==> config.mk <==
export PLATFORM = sky130hd
export DESIGN_NAME = sema_flag_bank
export DESIGN_NICKNAME = d
export VERILOG_FILES = /design/src/rtl/sema_pkg.sv /design/src/rtl/sema_addr_dec.sv /design/src/rtl/sema_word.sv /design/src/rtl/sema_rd_mux.sv /design/src/rtl/sema_flag_bank.sv
export SDC_FILE = /design/constraint.sdc
export NUM_CORES = 1
export LEC_CHECK = 0
export BUFFER_PORTS_ARGS = -buffer_cell sky130_fd_sc_hd__buf_2
export CAP_MARGIN = 10
export CORE_MARGIN = 2
export CORE_UTILIZATION = 39
export DETAILED_ROUTE_END_ITERATION = 16
export PLACE_DENSITY = 0.67
export SLEW_MARGIN = 25
export SYNTH_ARGS = -nofsm -noshare
export SYNTH_HDL_FRONTEND = slang
export SYNTH_SLANG_ARGS = --single-unit
export TNS_END_PERCENT = 50
==> constraint.sdc <==
create_clock -name clk -period 1.4 [get_ports clk]
set_input_delay 0.07 -clock clk [delete_from_list [all_inputs] [get_ports clk]]
set_output_delay 0.07 -clock clk [all_outputs]
set_load 0.05 [all_outputs]
==> src/rtl/sema_pkg.sv <==
package sema_pkg;
   localparam int unsigned LANE_W = 8;

   typedef enum logic {
      ACC_READ  = 1'b0,
      ACC_WRITE = 1'b1
   } acc_e;
endpackage

==> src/rtl/sema_addr_dec.sv <==
module sema_addr_dec #(
   parameter int unsigned NUM_WORDS = 4,
   parameter int unsigned ADDR_W    = 2
) (
   input  logic                 valid_i,
   input  logic [ADDR_W-1:0]    addr_i,
   output logic [NUM_WORDS-1:0] sel_o
);
   for (genvar w = 0; w < NUM_WORDS; w++) begin : g_sel
      assign sel_o[w] = valid_i && (addr_i == ADDR_W'(w));
   end
endmodule

==> src/rtl/sema_word.sv <==
module sema_word
   import sema_pkg::*;
#(
   parameter int unsigned DATA_W = 32,
   localparam int unsigned LANES = DATA_W / LANE_W
) (
   input  logic              clk,
   input  logic              rst_n,
   input  logic              hit_i,
   input  acc_e              acc_i,
   input  logic [LANES-1:0]  be_i,
   input  logic [DATA_W-1:0] wdata_i,
   output logic [DATA_W-1:0] flags_o
);
   for (genvar l = 0; l < LANES; l++) begin : g_lane
      logic [LANE_W-1:0] lane_q;
      logic              lane_go;

      assign lane_go = hit_i && be_i[l];

      always_ff @(posedge clk or negedge rst_n) begin
         if (!rst_n) begin
            lane_q <= '0;
         end else if (lane_go) begin
            if (acc_i == ACC_WRITE)
               lane_q <= lane_q & ~wdata_i[l*LANE_W +: LANE_W];
            else
               lane_q <= '1;
         end
      end

      assign flags_o[l*LANE_W +: LANE_W] = lane_q;

      AST_READ_SETS: assert property (@(posedge clk) disable iff (!rst_n)
         (hit_i && be_i[l] && acc_i == ACC_READ) |=> (&flags_o[l*LANE_W +: LANE_W]))
         else $error("enabled read did not set lane");

      AST_OFF_LANE_HOLDS: assert property (@(posedge clk) disable iff (!rst_n)
         !(hit_i && be_i[l]) |=> $stable(flags_o[l*LANE_W +: LANE_W]))
         else $error("disabled lane changed");

      AST_WRITE_NEVER_SETS: assert property (@(posedge clk) disable iff (!rst_n)
         (hit_i && acc_i == ACC_WRITE) |=>
            ((flags_o[l*LANE_W +: LANE_W] & ~$past(flags_o[l*LANE_W +: LANE_W])) == '0))
         else $error("write raised a flag");

      AST_WRITE_CLEARS: assert property (@(posedge clk) disable iff (!rst_n)
         (hit_i && be_i[l] && acc_i == ACC_WRITE) |=>
            ((flags_o[l*LANE_W +: LANE_W] & $past(wdata_i[l*LANE_W +: LANE_W])) == '0))
         else $error("write of 1 did not release flag");
   end
endmodule

==> src/rtl/sema_rd_mux.sv <==
module sema_rd_mux #(
   parameter int unsigned DATA_W    = 32,
   parameter int unsigned NUM_WORDS = 4
) (
   input  logic [NUM_WORDS-1:0]             sel_i,
   input  logic [NUM_WORDS-1:0][DATA_W-1:0] words_i,
   output logic [DATA_W-1:0]                rdata_o
);
   always_comb begin
      rdata_o = '0;
      for (int w = 0; w < NUM_WORDS; w++) begin
         if (sel_i[w]) rdata_o = rdata_o | words_i[w];
      end
   end
endmodule

==> src/rtl/sema_flag_bank.sv <==
module sema_flag_bank
   import sema_pkg::*;
#(
   parameter int unsigned DATA_W    = 32,
   parameter int unsigned NUM_WORDS = 4,
   localparam int unsigned LANES    = DATA_W / LANE_W,
   localparam int unsigned ADDR_W   = (NUM_WORDS > 1) ? $clog2(NUM_WORDS) : 1
) (
   input  logic              clk,
   input  logic              rst_n,
   input  logic              req_valid,
   input  logic              req_write,
   input  logic [ADDR_W-1:0] req_addr,
   input  logic [LANES-1:0]  req_be,
   input  logic [DATA_W-1:0] req_wdata,
   output logic [DATA_W-1:0] rsp_rdata
);
   if ((DATA_W % LANE_W) != 0 || DATA_W == 0) begin : g_bad_width
      $error("DATA_W must be a nonzero multiple of the lane width");
   end
   if (NUM_WORDS == 0) begin : g_bad_depth
      $error("NUM_WORDS must be at least one");
   end

   logic [NUM_WORDS-1:0]             word_sel;
   logic [NUM_WORDS-1:0][DATA_W-1:0] word_flags;
   acc_e                             acc_kind;

   assign acc_kind = req_write ? ACC_WRITE : ACC_READ;

   sema_addr_dec #(.NUM_WORDS(NUM_WORDS), .ADDR_W(ADDR_W)) dec_i (
      .valid_i (req_valid),
      .addr_i  (req_addr),
      .sel_o   (word_sel)
   );

   for (genvar w = 0; w < NUM_WORDS; w++) begin : g_word
      sema_word #(.DATA_W(DATA_W)) word_i (
         .clk     (clk),
         .rst_n   (rst_n),
         .hit_i   (word_sel[w]),
         .acc_i   (acc_kind),
         .be_i    (req_be),
         .wdata_i (req_wdata),
         .flags_o (word_flags[w])
      );

      AST_UNSELECTED_STABLE: assert property (@(posedge clk) disable iff (!rst_n)
         !word_sel[w] |=> $stable(word_flags[w]))
         else $error("unaddressed word changed");
   end

   sema_rd_mux #(.DATA_W(DATA_W), .NUM_WORDS(NUM_WORDS)) mux_i (
      .sel_i   (word_sel),
      .words_i (word_flags),
      .rdata_o (rsp_rdata)
   );

   AST_ONE_WORD_SELECTED: assert property (@(posedge clk) disable iff (!rst_n)
      $onehot0(word_sel))
      else $error("more than one word selected");

   AST_IDLE_NO_CHANGE: assert property (@(posedge clk) disable iff (!rst_n)
      !req_valid |=> $stable(word_flags))
      else $error("idle cycle changed flags");
endmodule

==> impl_metrics.ini, run 1 <==
[die]
coreArea_um2 = 15800
ios = 74
initial_utilization_pct = 39.8
num_rows = 46
die_w_um = 131
dieArea_um2 = 17200
die_h_um = 131

[grt]
grt_pass1_vias = 4975
grt_max_degree = 41
grtUsageTotal_pct = 19.3
grt-ovfl-total = 0
antenna_found_initial = 2
grt_pass1_wl_mm = 25.2

[sta]
min_period_ps = 1680
worst_pin_slew_ps = 783
slew_viol_final = 0
grt_setup_unrepaired = true
clock.fmax_mhz = 594
fin_crit_sh_pct = 120
slew_headroom_pct = 47.7
finalSetupViolCount = 32
finClkSkew_ps = 0
hold_viol = 0
setup_tns_ps = -7890
fin_ws_ps = -285
hold_ws_ps = 151

[worst_setup_path]
required_ps = 1330
crit_path_start_kind = flip-flop
worst-setup-path-type = flip-flop to output pin
reg2reg_depth = 3
worstPathMaxFanout = 2
cp-end-kind = output pin
worstPathArrival_ps = 1610

[place]
post-dp-hpwl_mm = 10.3
place_area_um2 = 6900
gp_congestion = 0.812
portBuffers = 73
numPlacedInstances = 809

[power_and_ir_drop]
p_per_area_nw_per_um2 = 1540
power.leakage_nw = 4.20
vdd_drop_max_v = 0.000800

[layout]
final_core_utilization_pct = 52.9
largest-register = g_word.word_i.g_lane.lane_q
nNetsFinal = 706
syn2layout_area_growth_pct = 32.9
top_regs = g_word.word_i.g_lane.lane_q: 128 flops
final_area_um2 = 8370
instances_no_fill = 895
num-fill-cells = 1342
largest_reg_flops = 128
drive_above_1_share_pct = 35.0

[drt]
drtAntennaViolNets = 0
wl_per_cell_um = 17.2
drt_iter0_markers = 284
avgViaCountPerCell = 5.16
dr.pass1.iters = 6
wl_mm = 15.4
num_vias = 4622
drc = 0

[logic_synthesis]
postSynthAreaPerCell_um2 = 11.9
synth_nets = 570
synth_seq_cells = 128
netlist_instances = 528
synth.distinct_cells = 22
netlist_area_um2 = 6300
ys_seq_area_share_pct = 50.8
yosysWarnings = 0

[clock_network]
cts.htree.levels = 4
cts_buffers = 17
cts_tree = yes
cts.root.buffer_cell = clkbuf_16
clockBufferDepth = 2
clock_sinks = 128
clkTransAtPathRegs_ps = 50
clock_latency_ps = 410

[hold_path]
hold_path.class = input pin to async pin

[run_status]
status = complete, but fails checks
violations = setup timing

[run]
max_cap_violations = 0
cell type report:
type	count	area, um^2	area share, %
sequential	128	3200	38.3
multi-input combinational	352	2760	32.9
timing repair buffer	165	1480	17.7
clock buffer	23	498	5.95
tap	216	270	3.23
clock inverter	9	153	1.82
antenna	2	5.00	0.0598
per-stage QoR:
step                setup slack, ps  power [W]
floorplan                       178    0.00674
global placement              -78.6    0.00734
detailed placement             -136    0.00747
CTS                            -279     0.0129
global route                   -312     0.0134
finish                         -285     0.0129
path summary, 6_finish.rpt:
path | end | start | slack (ps)
worst min-delay path | g_word[0].word_i.g_lane[3].lane_q[0] | rst_n | 150
worst max register to register | g_word[3].word_i.g_lane[0].lane_q[5] | g_word[3].word_i.g_lane[0].lane_q[5] | 510
min in group clk | g_word[1].word_i.g_lane[1].lane_q[3] | req_be[1] | 250
max in group asynchronous | g_word[0].word_i.g_lane[1].lane_q[3] | rst_n | 660
worst min register to register | g_word[2].word_i.g_lane[3].lane_q[0] | g_word[2].word_i.g_lane[3].lane_q[0] | 470
worst max-delay path | rsp_rdata[21] | g_word[3].word_i.g_lane[2].lane_q[5] | -280
report_power, final:
| part | total (W) | internal (W) | switching [W] |
|---|---|---|---|
| Sequential | 0.00499 | 0.00453 | 0.000456 |
| Combinational | 0.00311 | 0.00175 | 0.00135 |
| Clock | 0.00476 | 0.00321 | 0.00155 |
timing repair:
action | CTS | global route
endpoints found under the hold margin | 216 | 0
buffers inserted | 8 | 11
pin swaps | 16 | 2
hold buffers | 33 | 0
endpoints found under the setup margin | 32 | 32
resized for setup | 114 | 2
worst max-delay path, stage by stage (launching register included):
cell	delay, ps
dfrtp_1	390
mux4_2	480
and2_4	180
buf_6	150
layout by cell type (no fill, tap or decap), drive strengths merged:
| cell | synthesis | layout |
|---|---|---|
| clkbuf | 4 | 23 |
| diode | 0 | 2 |
| a21o | 128 | 128 |
| dlygate4sd3 | 0 | 33 |
| nor2b | 14 | 14 |
| and4bb | 3 | 3 |
| dfrtp | 128 | 128 |
| and4b | 8 | 8 |
| nand2 | 128 | 128 |
| nor4bb | 1 | 1 |
| mux4 | 32 | 32 |
| bufinv | 0 | 4 |
| and2 | 32 | 32 |
| and2b | 2 | 2 |
| and4 | 4 | 4 |
| clkinvlp | 0 | 3 |
| buf | 44 | 132 |
| clkinv | 0 | 2 |
routing by layer:
| layer | share of wire, % | track usage (%) | wire length, um |
|---|---|---|---|
| met5 | 0 | 0 | 0 |
| met4 | 2.0 | 7.82 | 310 |
| met1 | 42 | 23.7 | 6490 |
| met3 | 4.7 | 4.34 | 727 |
| met2 | 51 | 33.1 | 7890 |
cells by family after synthesis:
logic type | synth area share, %
simple gates | 15.8
compound gates | 15.3
flops | 50.8
buf+inv | 6.55
mux | 11.6
synthesized netlist by cell type:
cell type | number | area (um^2)
a21o_1 | 128 | 961
dfrtp_1 | 128 | 3200
nand2_1 | 128 | 480
and2_1 | 32 | 200
mux4_2 | 30 | 676
buf_4 | 15 | 113
buf_6 | 15 | 169
buf_2 | 11 | 55.1
nor2b_1 | 8 | 50.1
and4b_1 | 7 | 70.1
nor2b_4 | 6 | 82.6
buf_12 | 3 | 60.1
clkbuf_1 | 3 | 11.3
and2b_1 | 2 | 15.0
and4_1 | 2 | 17.5
and4_2 | 2 | 20.0
and4bb_1 | 2 | 25.0
mux4_1 | 2 | 52.6
and4b_2 | 1 | 11.3
and4bb_2 | 1 | 12.5
clkbuf_2 | 1 | 5.00
nor4bb_1 | 1 | 10.0
Power figures use the tool's default switching activity.
==> run 2, diff against run 1 <==
--- a/config.mk
+++ b/config.mk
@@ -5,6 +5,7 @@
 export SDC_FILE = /design/constraint.sdc
 export NUM_CORES = 1
 export LEC_CHECK = 0
+export ABC_AREA = 1
 export BUFFER_PORTS_ARGS = -buffer_cell sky130_fd_sc_hd__buf_2
 export CAP_MARGIN = 10
 export CORE_MARGIN = 2
==> impl_metrics.ini, run 2 <==
[run_status]
status = completed

[logic_synthesis]
synth_top_area_cell = dfrtp_1
synthTopCellsByCount = nand2_1, inv_1, dfrtp_1
postSynthAreaPerCell_um2 = 7.53
netlist_area_um2 = 7550
synth.distinct_cells = 23
yosysMostFrequentCell = nand2_1
yosysWarnings = 0
ys_seq_area_share_pct = 42.4
synth_ff_type = dfrtp_1
synth-simple-area-share_pct = 30.0
synth_top_family_by_area = simple AND/OR/NAND/NOR gates
synth-xor-area-share_pct = 0
synth_nets = 1044
synthArstFlopShare_pct = 100
synth_seq_cells = 128
synth-compound-area-share_pct = 15.4
synth_area_leaders = dfrtp_1, nand2_1, o21ai_0, inv_1, nand4_1
synth_edf_count = 0
synth_top_area_share_pct = 42.4
netlist_instances = 1002
synth_fa_ha_area_share_pct = 0
synthMuxAreaShare_pct = 0

[layout]
num-fill-cells = 1788
nNetsFinal = 1153
largest_reg_flops = 128
layout_common_cells = nand2_1, dfrtp_1, inv_1
largest-register = g_word.word_i.g_lane.lane_q
top_regs = g_word.word_i.g_lane.lane_q: 128 flops
final_core_utilization_pct = 50.0
drive_above_1_share_pct = 18.8
syn2layout_area_growth_pct = 24.7
n_antenna_cell = 0
final_area_um2 = 9410
final_common_cell = nand2_1

[drt]
dr.pass1.iters = 5
wl_per_cell_um = 14.6
avgViaCountPerCell = 5.00
drt_iter0_markers = 509
drc = 0
num_vias = 6909
drtAntennaViolNets = 0
wl_mm = 20.2

[die]
coreArea_um2 = 18800
die_w_um = 143
ios = 74
die_h_um = 143
initial_utilization_pct = 40.1
dieArea_um2 = 20500
num_rows = 50

[sta]
finClkSkew_ps = 0
slew_headroom_pct = 74.2
worst_pin_slew_ps = 386
grt_setup_unrepaired = true
hold_viol = 0
setup_tns_ps = 0
finalSetupViolCount = 0
clock.fmax_mhz = 726
fin_crit_sh_pct = 98.4
min_period_ps = 1380
slew_viol_final = 0
hold_ws_ps = 77.1

[power_and_ir_drop]
p_per_area_nw_per_um2 = 1310
p_total_w = 0.0124
power.leakage_nw = 4.80
vdd_drop_max_v = 0.000827

[worst_setup_path]
worstPathMaxFanout = 2
worst-setup-path-type = flip-flop to output pin
cp-end-kind = output pin
worstPathArrival_ps = 1310
crit_path_start_kind = flip-flop
required_ps = 1330

[grt]
antenna_found_initial = 0
grtUsageTotal_pct = 20.8
grt_pass1_wl_mm = 33.6
grt_pass1_vias = 6652
grt_max_degree = 49
grt-ovfl-total = 0

[place]
post-dp-hpwl_mm = 12.9
place_area_um2 = 8200
gp_congestion = 0.803
portBuffers = 73

[clock_network]
clkTransAtPathRegs_ps = 50
cts_tree = yes
cts.root.buffer_cell = clkbuf_16
cts_buffers = 17
clock_latency_ps = 420
cts.htree.levels = 4
clockBufferDepth = 2
clock_sinks = 128

[run]
max_cap_violations = 0

[hold_path]
hold_path.class = input pin to async pin
run 2: cell count changes after synthesis, moves of 64 or more:
cell	before	now
a21o_1	128	0
a21oi_1	0	64
inv_1	0	132
nand2_1	128	309
nand4_1	0	64
o21ai_0	0	107
run 2: metal layers:
| metal | vias up | GRT usage (%) | part of all wire, % |
|---|---|---|---|
| li1 | 3453 | - | - |
| met1 | 3270 | 28.4 | 47 |
| met2 | 158 | 33.5 | 47 |
| met3 | 28 | 3.32 | 4.1 |
| met4 | 0 | 7.24 | 1.8 |
| met5 | - | 0 | 0 |
run 2: where the power goes:
part / total (W) / internal [W] / switching (W) / leakage, nW
combinational: 0.00300 / 0.00116 / 0.00184 / 2.95
clock: 0.00436 / 0.00276 / 0.00161 / 0.285
sequential: 0.00501 / 0.00449 / 0.000516 / 1.57
run 2: area by class of cell:
cell class,count,area [um^2],area share [%]
Clock buffer,27,533,5.66
Multi-Input combinational cell,681,3440,36.6
Sequential cell,128,3200,34.0
Inverter,135,507,5.38
Timing Repair Buffer,148,1350,14.4
Tap cell,260,325,3.46
Clock inverter,4,47.5,0.505
run 2: timing repair:
item / CTS / global route
endpoints found under the setup margin: 22 / 32
setup buffers: 0 / 13
resized for setup: 22 / 62
hold buffers: 33 / 0
hold endpoints to repair: 173 / 0
pin swaps: 0 / 21
run 2: cell families after synthesis:
logic type      after synthesis
compound gates              208
flops                       128
simple gates                473
buf+inv                     193
run 2: worst max-delay path: stages, from the launching register on:
cell and delay, ps:
dfrtp_1 370, inv_1 70, nor2_1 40, nor2_1 140, nand2_1 100, buf_6 160
run 2: worst paths after layout:
kind	startpoint	to	slack (ps)	cells past startpoint
min in group clk	req_be[0]	g_word[0].word_i.g_lane[0].lane_q[7]	150	3
hold / removal	rst_n	g_word[3].word_i.g_lane[3].lane_q[6]	80	2
setup reg to reg	g_word[1].word_i.g_lane[0].lane_q[2]	g_word[1].word_i.g_lane[0].lane_q[2]	430	4
max in group asynchronous	rst_n	g_word[3].word_i.g_lane[0].lane_q[1]	770	3
hold reg to reg	g_word[2].word_i.g_lane[1].lane_q[6]	g_word[2].word_i.g_lane[1].lane_q[6]	480	2
setup / recovery	g_word[2].word_i.g_lane[3].lane_q[7]	rsp_rdata[31]	20	5
run 2: metrics by stage:
stage / instances / setup slack, ps
floorplan: 1002 / 172
global placement: 1306 / 80.9
detailed placement: 1306 / 62.9
CTS: 1370 / 0.815
global route: 1383 / -24.3
finish: 1383 / 22.8
==> run 3, diff against run 2 <==
--- a/config.mk
+++ b/config.mk
@@ -12,6 +12,7 @@
 export CORE_UTILIZATION = 39
 export DETAILED_ROUTE_END_ITERATION = 16
 export PLACE_DENSITY = 0.67
+export SETUP_SLACK_MARGIN = 0.1
 export SLEW_MARGIN = 25
 export SYNTH_ARGS = -nofsm -noshare
 export SYNTH_HDL_FRONTEND = slang
==> impl_metrics.ini, run 3 (same netlist as run 2, synthesis figures left out) <==
[run_status]
status = completed

[place]
portBuffers = 73
place_area_um2 = 8200
gp_congestion = 0.803
numPlacedInstances = 1306
post-dp-hpwl_mm = 12.9

[clock_network]
cts_tree = yes
clock_sinks = 128
cts_buffers = 17
cts.root.buffer_cell = clkbuf_16
cts.htree.levels = 4
clockBufferDepth = 2
clock_latency_ps = 420
clkTransAtPathRegs_ps = 50

[die]
dieArea_um2 = 20500
num_rows = 50
initial_utilization_pct = 40.1
die_h_um = 143
ios = 74
die_w_um = 143
coreArea_um2 = 18800

[worst_setup_path]
worst-setup-path-type = flip-flop to output pin
r2r_setup_slack_ps = 230
r2r-end = g_word[2].word_i.g_lane[1].lane_q[7]
required_ps = 1330
r2r_start = g_word[2].word_i.g_lane[1].lane_q[7]
worstPathMaxFanout = 2
cp-end-kind = output pin
worstPathArrival_ps = 1290
reg2reg_depth = 8
crit_path_start_kind = flip-flop

[grt]
grt_use_met3_pct = 3.25
grt_pass1_vias = 6830
grt_util_met2_pct = 34.2
grt_pass1_wl_mm = 34.1
antenna_found_initial = 0
grtUsageTotal_pct = 21.1
top_usage_layer = met2
grt_max_degree = 49
grt-ovfl-total = 0
use_met1_pct = 28.7

[layout]
largest_reg_flops = 128
top_regs = g_word.word_i.g_lane.lane_q: 128 flops
final_common_cell = nand2_1
layout_common_cells = nand2_1, dfrtp_1, inv_1
n_antenna_cell = 0
largest-register = g_word.word_i.g_lane.lane_q
nNetsFinal = 1184
drive_above_1_share_pct = 23.6
final_area_um2 = 9740
num-fill-cells = 1765
instances_no_fill = 1414
syn2layout_area_growth_pct = 29.1

[sta]
finalSetupViolCount = 0
hold_viol = 0
setup_tns_ps = 0
grt_setup_unrepaired = true
worst_pin_slew_ps = 366
slew_headroom_pct = 75.5
clock.fmax_mhz = 737
slew_viol_final = 0
min_period_ps = 1360
fin_crit_sh_pct = 96.9
finClkSkew_ps = 0

[drt]
wl_mm = 20.8
drt_iter0_markers = 524
num_vias = 7110
drc = 0
drtAntennaViolNets = 0
dr.pass1.iters = 6
wl_per_cell_um = 14.7
avgViaCountPerCell = 5.03

[power_and_ir_drop]
vdd_drop_max_v = 0.000841
p_total_w = 0.0128
p_per_area_nw_per_um2 = 1310
power.leakage_nw = 4.96

[hold_path]
hold_path.class = input pin to async pin

[run]
max_cap_violations = 0
[run 3: cell count changes in the layout (fill, tap and decap cells not counted), moves of 7 or more]
| cell | change |
|---|---|
| buf_4 | +25 |
| inv_1 | -20 |
| inv_2 | +20 |
| buf_8 | +13 |
| buf_6 | -7 |
| nand2_1 | -7 |
| nand2_2 | +7 |
[run 3: how the worst max path moves through the flow]
stage | start | endpoint | slack, ps | cells after the start
3_3_place_gp | req_addr[0] | rsp_rdata[31] | 80 | 8
3_5_place_dp | req_addr[0] | rsp_rdata[31] | 60 | 8
2_1_floorplan | req_valid | rsp_rdata[10] | 170 | 8
6_report | g_word[2].word_i.g_lane[3].lane_q[7] | rsp_rdata[31] | 40 | 5
5_1_grt | g_word[2].word_i.g_lane[3].lane_q[6] | rsp_rdata[30] | -10 | 5
4_1_cts | g_word[3].word_i.g_lane[1].lane_q[1] | rsp_rdata[9] | 40 | 5
[run 3: cell type report]
cell class              count  area, um^2  share of cell area (%)
inverters                 135         507                    5.20
flip-flops and latches    128        3200                    32.9
multi-input cells         681        3470                    35.6
well taps                 260         325                    3.34
repair buffers            179        1660                    17.0
clock buffers              27         533                    5.47
clock inverters             4        47.5                   0.488
[run 3: repair_timing]
item,CTS,global route
pin swaps,20,74
resized for setup,62,62
cloned,0,0
endpoints found under the hold margin,173,0
buffers inserted,30,15
hold buffers,33,0
setup endpoints to repair,32,33
[run 3: stage by stage]
step / hold WS (ps) / setup slack [ps] / util, %
2_1_floorplan: -226 / 172 / -
6_report: 77.0 / 42.8 / 51.7
3_3_place_gp: -33.9 / 80.9 / 43.5
5_1_grt: 106 / -10.1 / 51.7
3_5_place_dp: -35.7 / 62.9 / 43.5
4_1_cts: 70.4 / 36.9 / 50.5
[run 3: layer usage]
layer  routed length (um)  vias up
met3                  838       36
met1                 9640     3366
li1                     -     3516
met5                    0        -
met4                  463        0
met2                 9810      192
[run 3: worst max-delay path, cell delays in order (launching register included)]
cell and delay [ps]:
dfrtp_1 370, inv_1 70, nor2_1 40, nor2_1 120
nand2_1 100, buf_6 160
[run 3: power by group]
part | internal [W] | switching, W
clock | 0.00276 | 0.00162
combinational | 0.00145 | 0.00196
sequential | 0.00449 | 0.000506
